===== src/rtl/shrot_pkg.sv =====
package shrot_pkg;
  localparam int OP_W = 3;

  typedef enum logic [OP_W-1:0] {
    OP_LSL  = 3'd0,
    OP_LSR  = 3'd1,
    OP_ROL  = 3'd2,
    OP_ROR  = 3'd3,
    OP_ASR  = 3'd4,
    OP_SWAP = 3'd5,
    OP_RSV6 = 3'd6,
    OP_RSV7 = 3'd7
  } shr_op_e;

  typedef struct packed {
    logic z;
    logic c;
    logic n;
    logic v;
  } shr_flags_t;
endpackage


===== src/rtl/shrot_datapath.sv =====
module shrot_datapath
  import shrot_pkg::*;
#(
  parameter int W = 8
) (
  input  logic [W-1:0] a,
  input  logic         cin,
  input  shr_op_e      op,
  output logic [W-1:0] y,
  output logic         cout
);
  localparam int H = W / 2;

  logic [W-1:0] up_v;
  logic [W-1:0] dn_v;

  // Bit-wise shifted copies of the operand; the fill bits are chosen below.
  for (genvar i = 1; i < W; i++) begin : g_up
    assign up_v[i] = a[i-1];
  end
  for (genvar i = 0; i < W - 1; i++) begin : g_dn
    assign dn_v[i] = a[i+1];
  end

  logic fill_lo;
  logic fill_hi;

  always_comb begin
    fill_lo = 1'b0;
    fill_hi = 1'b0;
    case (op)
      OP_ROL:  fill_lo = cin;
      OP_ROR:  fill_hi = cin;
      OP_ASR:  fill_hi = a[W-1];
      default: ;
    endcase
  end

  assign up_v[0]   = fill_lo;
  assign dn_v[W-1] = fill_hi;

  always_comb begin
    case (op)
      OP_LSL, OP_ROL:         begin y = up_v;                         cout = a[W-1]; end
      OP_LSR, OP_ROR, OP_ASR: begin y = dn_v;                         cout = a[0];   end
      OP_SWAP:                begin y = {a[H-1:0], a[W-1:H]};         cout = cin;    end
      default:                begin y = a;                            cout = cin;    end
    endcase
  end
endmodule


===== src/rtl/shrot_flags.sv =====
module shrot_flags
  import shrot_pkg::*;
#(
  parameter int W = 8
) (
  input  logic         en,
  input  shr_op_e      op,
  input  logic [W-1:0] y,
  input  logic         cout,
  output shr_flags_t   fl,
  output logic         res_we,
  output logic         flg_we
);
  logic is_shift;
  logic is_swap;

  always_comb begin
    is_shift = 1'b0;
    is_swap  = 1'b0;
    case (op)
      OP_LSL, OP_LSR, OP_ROL, OP_ROR, OP_ASR: is_shift = 1'b1;
      OP_SWAP:                                is_swap  = 1'b1;
      default: ;
    endcase
  end

  assign res_we = en & (is_shift | is_swap);
  assign flg_we = en & is_shift;

  always_comb begin
    fl.z = ~|y;
    fl.c = cout;
    fl.n = y[W-1];
    fl.v = y[W-1] ^ cout;
  end
endmodule


===== src/rtl/shrot_outreg.sv =====
module shrot_outreg
  import shrot_pkg::*;
#(
  parameter int W = 8
) (
  input  logic         clk,
  input  logic         rst,
  input  logic [W-1:0] y_d,
  input  shr_flags_t   fl_d,
  input  logic         res_we_d,
  input  logic         flg_we_d,
  output logic [W-1:0] y_q,
  output shr_flags_t   fl_q,
  output logic         res_we_q,
  output logic         flg_we_q
);
  always_ff @(posedge clk) begin
    if (rst) begin
      y_q      <= '0;
      fl_q     <= '0;
      res_we_q <= 1'b0;
      flg_we_q <= 1'b0;
    end else begin
      res_we_q <= res_we_d;
      flg_we_q <= flg_we_d;
      if (res_we_d) y_q  <= y_d;
      if (flg_we_d) fl_q <= fl_d;
    end
  end
endmodule


===== src/rtl/shrot_unit.sv =====
module shrot_unit
  import shrot_pkg::*;
#(
  parameter int W = 8
) (
  input  logic         clk,
  input  logic         rst,
  input  logic         en,
  input  logic [2:0]   op,
  input  logic [W-1:0] opnd,
  input  logic         cin,
  output logic [W-1:0] result,
  output logic         result_we,
  output logic         flag_z,
  output logic         flag_c,
  output logic         flag_n,
  output logic         flag_v,
  output logic         z_we,
  output logic         c_we,
  output logic         n_we,
  output logic         v_we
);
  shr_op_e    op_e;
  logic [W-1:0] y_c;
  logic       cout_c;
  shr_flags_t fl_c;
  logic       res_we_c;
  logic       flg_we_c;
  shr_flags_t fl_q;
  logic       flg_we_q;

  assign op_e = shr_op_e'(op);

  shrot_datapath #(.W(W)) u_dp (
    .a(opnd), .cin(cin), .op(op_e), .y(y_c), .cout(cout_c)
  );

  shrot_flags #(.W(W)) u_fl (
    .en(en), .op(op_e), .y(y_c), .cout(cout_c),
    .fl(fl_c), .res_we(res_we_c), .flg_we(flg_we_c)
  );

  shrot_outreg #(.W(W)) u_reg (
    .clk(clk), .rst(rst), .y_d(y_c), .fl_d(fl_c),
    .res_we_d(res_we_c), .flg_we_d(flg_we_c),
    .y_q(result), .fl_q(fl_q), .res_we_q(result_we), .flg_we_q(flg_we_q)
  );

  assign flag_z = fl_q.z;
  assign flag_c = fl_q.c;
  assign flag_n = fl_q.n;
  assign flag_v = fl_q.v;
  assign z_we   = flg_we_q;
  assign c_we   = flg_we_q;
  assign n_we   = flg_we_q;
  assign v_we   = flg_we_q;

  // an idle cycle produces no writes and holds the outputs
  a_r8_idle_quiet: assert property (@(posedge clk) disable iff (rst)
    !en |=> (!result_we && !z_we && !c_we && !n_we && !v_we
             && $stable(result) && $stable(flag_c)));

  // a swap writes the result but no flag
  a_r7_swap_no_flags: assert property (@(posedge clk) disable iff (rst)
    (en && op == 3'd5) |=> (result_we && !z_we && $stable(flag_z)
                            && $stable(flag_c) && $stable(flag_n) && $stable(flag_v)));

  // unused codes write nothing
  a_r9_reserved_quiet: assert property (@(posedge clk) disable iff (rst)
    (en && op[2:1] == 2'b11) |=> (!result_we && !c_we && $stable(result)));

  // the overflow output tracks N xor C whenever flags are written
  a_r6_v_relation: assert property (@(posedge clk) disable iff (rst)
    v_we |-> (flag_v == (flag_n ^ flag_c)));

  // the zero and negative outputs agree with the written result
  a_r5_zn_match: assert property (@(posedge clk) disable iff (rst)
    z_we |-> (flag_z == (result == '0) && flag_n == result[W-1] && result_we));

  // the four flag strobes move as one group
  a_r10_strobes_grouped: assert property (@(posedge clk) disable iff (rst)
    $countones({z_we, c_we, n_we, v_we}) inside {0, 4});

  // a left shift sends the old top bit to carry
  a_r1_lsl_carry: assert property (@(posedge clk) disable iff (rst)
    (en && op == 3'd0) |=> (flag_c == $past(opnd[W-1]) && !result[0]));
endmodule


===== config.mk =====
export PLATFORM = sky130hd
export DESIGN_NAME = shrot_unit
export DESIGN_NICKNAME = d
export VERILOG_FILES = /design/src/rtl/shrot_pkg.sv /design/src/rtl/shrot_datapath.sv /design/src/rtl/shrot_flags.sv /design/src/rtl/shrot_outreg.sv /design/src/rtl/shrot_unit.sv
export SDC_FILE = /design/constraint.sdc
export NUM_CORES = 1
export LEC_CHECK = 0
export ABC_CLOCK_PERIOD_IN_PS = 1650
export BUFFER_PORTS_ARGS = -buffer_cell sky130_fd_sc_hd__buf_2
export CORE_AREA = 3 3 50 52
export DETAILED_ROUTE_END_ITERATION = 10
export DIE_AREA = 0 0 53 55
export PLACE_DENSITY = 0.71
export SLEW_MARGIN = 10
export SYNTH_ARGS = -nofsm -noshare
export SYNTH_HDL_FRONTEND = slang
export SYNTH_SLANG_ARGS = --single-unit
export TNS_END_PERCENT = 10

===== constraint.sdc =====
create_clock -name clk -period 1.65 [get_ports clk]
set_input_delay 0.495 -clock clk [delete_from_list [all_inputs] [get_ports clk]]
set_output_delay 0.495 -clock clk [all_outputs]
set_load 0.02 [all_outputs]

==> key figures <==
Drt
  – Drt total wl: slightly above 2000 um
  – First-pass DRT Iterations: 4
  – Met2 WL: ~940 um
  – Metal-1 WL: around 940 um
  – Top Metal Used: met4
  – DR DRC count: 0
  – Via Count: between 900 and 1000
  – Initial DRC Count: 13
  – WL met3: around 150 um
  – Vias per inst: 5.14
  – Routed Antenna Nets: 0
  – Wirelength per Cell: ~12 um

Clock tree
  – CTS tree: built
  – Clock transition at path regs: around 70 ps
  – H-tree level count: 1
  – Worst-Skew Late Latency: approximately 260 ps
  – CTS root buffer: clkbuf_4
  – Post-CTS Setup Repair Bufs: 0
  – Hold buffers post-CTS: 0
  – Max Root-Sink Buffers: 2
  – TritonCTS buffer count: 3
  – Post-cts resize count: 0
  – Clk sink count: 14

Final layout
  – Antenna diodes: 0
  – Fill cells: between 150 and 200
  – Design Area, Final: 1160 um2
  – FF+latch area: around 280 um2
  – Ratio of cells with drive above 1 in the final layout: between 30% and 40%
  – Multi-input logic area: approximately 530 um2
  – Area Growth Syn to Fin: 30.2%
  – Final #Nets: roughly 170

Floorplan
  – Die width: 53 um
  – # IOs: 32
  – Die Y: 55 um
  – FP Rows: 17
  – Initial Utilization: around two fifths
  – Area of the core: around 2100 um2
  – Die area: 2920 um2

Outcome
  – Status: finished clean

Critical path
  – Crit path DAT: around 1700 ps
  – Crit path launch type: input pin
  – Worst EP required: 1850 ps
  – CP Max Fanout: 11
  – Crit. End Element: flip-flop
  – Kind of critical path: input pin to flip-flop

Logic synthesis
  – Post-synthesis sequential area ratio: a little under a third
  – Synth area leaders: dfxtp_1 31%, mux2i_1 16%, nor2_1 7.6%
  – Top cell type's share of synthesized area: between 30% and 40%
  – Post-synth ARST share: 0%
  – Yosys cell types: 31
  – Commonest cells in the netlist: 18 x nor2_1, 14 x dfxtp_1, 14 x mux2i_1, 10 x nor3_1
  – Largest area contributor in the netlist: dfxtp_1
  – Mapped Nets: 123
  – Cells after Synth: ~110
  – Yosys Warn Count: 0
  – Syn_area_per_cell: 8.25 um2
  – Top-count cell post-synth: nor2_1
  – Synthesized cell area: roughly 900 um2
  – Post-synth EDFFs: 0
  – Post-synth top flop: dfxtp_1
  – Synthesis-stage register bit count: 14

Global route
  – Gr usage total: approximately 17%
  – Initial antenna violation count: 0
  – Pin count of the biggest net entering global routing: 15
  – Vias in the first global route: around 850
  – First-pass GRT wire length: ~3600 um
  – Grt ovf: 0

Power
  – Cell internal pwr: approximately 0.57 mW
  – Logic pwr share: between 30% and 40%
  – Sequential Power Share: between 40% and 50%
  – Power after layout: between 0.8 and 0.9 mW
  – Clock power frac: between 20% and 30%
  – Worst IR drop on VDD: approximately 0.44 mV
  – Leak: about 0.57 nW
  – Switching power: about 0.25 mW
  – Pwr/cell area: 709 nW/um2
  – Switching share of power: roughly 30%

Placement
  – Dpl cell area: between 1000 and 1500 um2
  – IO buf count: 31
  – RD Place Congestion: ~0.9
  – DP Wirelength: about 1700 um

STA
  – Rel. slew slack: between 80% and 90%
  – Final hold violation count: 0
  – Setup Viol. Count Final: 0
  – RSZ-0062 raised after global routing: false
  – Highest Clock Rate: between 600 and 700 MHz
  – Pins Over Slew Limit: 0
  – Final worst path period need: roughly 1500 ps
  – Setup Skew: 0 ps
  – Crit share post-route: between 80% and 90%
  – Actual slew at the worst max-slew pin: 286 ps

Run
  – MaxCap Viol Count: 0

Worst hold path
  – Hold/Removal Path Class: flip-flop to flip-flop
==> metal layers <==
metal  vias to the layer above  GRT usage [%]
met5                         -              0
met4                         0           8.94
met3                         4           2.68
met2                        32           28.7
met1                       400           20.8
li1                        468              -
==> registers in the layout, summed over array words and instances (netlist names) <==
name and cells:
u_reg.y_q 8, u_reg.fl_q 4, u_reg.flg_we_q 1, u_reg.res_we_q 1
==> layout by cell type, fill, tap and decap left out, types with 6 or more instances in the layout <==
| master | instances |
|---|---|
| buf_2 | 31 |
| mux2i_1 | 14 |
| dfxtp_1 | 14 |
| nand2_1 | 6 |
| nor2_1 | 18 |
| nor3_1 | 10 |
| buf_4 | 15 |
| o22ai_1 | 6 |
==> final timing paths <==
check | from | cells past startpoint | slack, ps | to
worst max-delay path | op[0] | 7 | 180 | u_reg.fl_q[0]
worst min-delay path | u_reg.fl_q[0] | 2 | 470 | u_reg.fl_q[0]
worst max register to register | u_reg.y_q[7] | 2 | 1010 | u_reg.y_q[7]
worst min register to register | u_reg.fl_q[0] | 2 | 470 | u_reg.fl_q[0]
==> logic make-up after synthesis <==
kind of cell	after synthesis	synth area share (%)
mux	15	17.4
buf+inv	11	8.99
compound gates	22	17.4
simple gates	46	24.7
flops	14	31.5
==> per-stage QoR <==
| step | setup WS, ps | instances | hold WS, ps | utilization (%) | setup TNS [ps] |
|---|---|---|---|---|---|
| finish | 183 | 176 | 466 | 54.0 | 0 |
| global route | 104 | 176 | 498 | 54.0 | 0 |
| CTS | 189 | 176 | 467 | 54.0 | 0 |
| detailed placement | -97.6 | 173 | 457 | 52.9 | -353 |
| global placement | -53.2 | 173 | 452 | 52.9 | -64.0 |
| floorplan | 30.6 | 108 | 538 | - | 0 |
==> power groups by stage <==
stage                     Clock, mW  Combinational [mW]  Sequential [mW]
after floorplan                   0               0.140            0.410
after global placement            0               0.269            0.379
after global routing          0.200               0.305            0.374
final                         0.175               0.276            0.371
after detailed placement          0               0.276            0.380
after CTS                     0.181               0.277            0.372
==> worst max-delay path: stages <==
cell     delay, ps
buf_2          220
buf_4          230
nand2_1         90
o22ai_2        150
a21oi_2         60
mux2_4         300
a21oi_2        120
==> cell type report <==
type / count / area share (%)
clock buffers: 3 / 1.94
inverters: 1 / 0.324
well taps: 28 / 3.02
repair buffers: 47 / 24.8
flip-flops and latches: 14 / 24.2
multi-input cells: 83 / 45.7
Note: power is estimated with default switching activity, not from simulation.
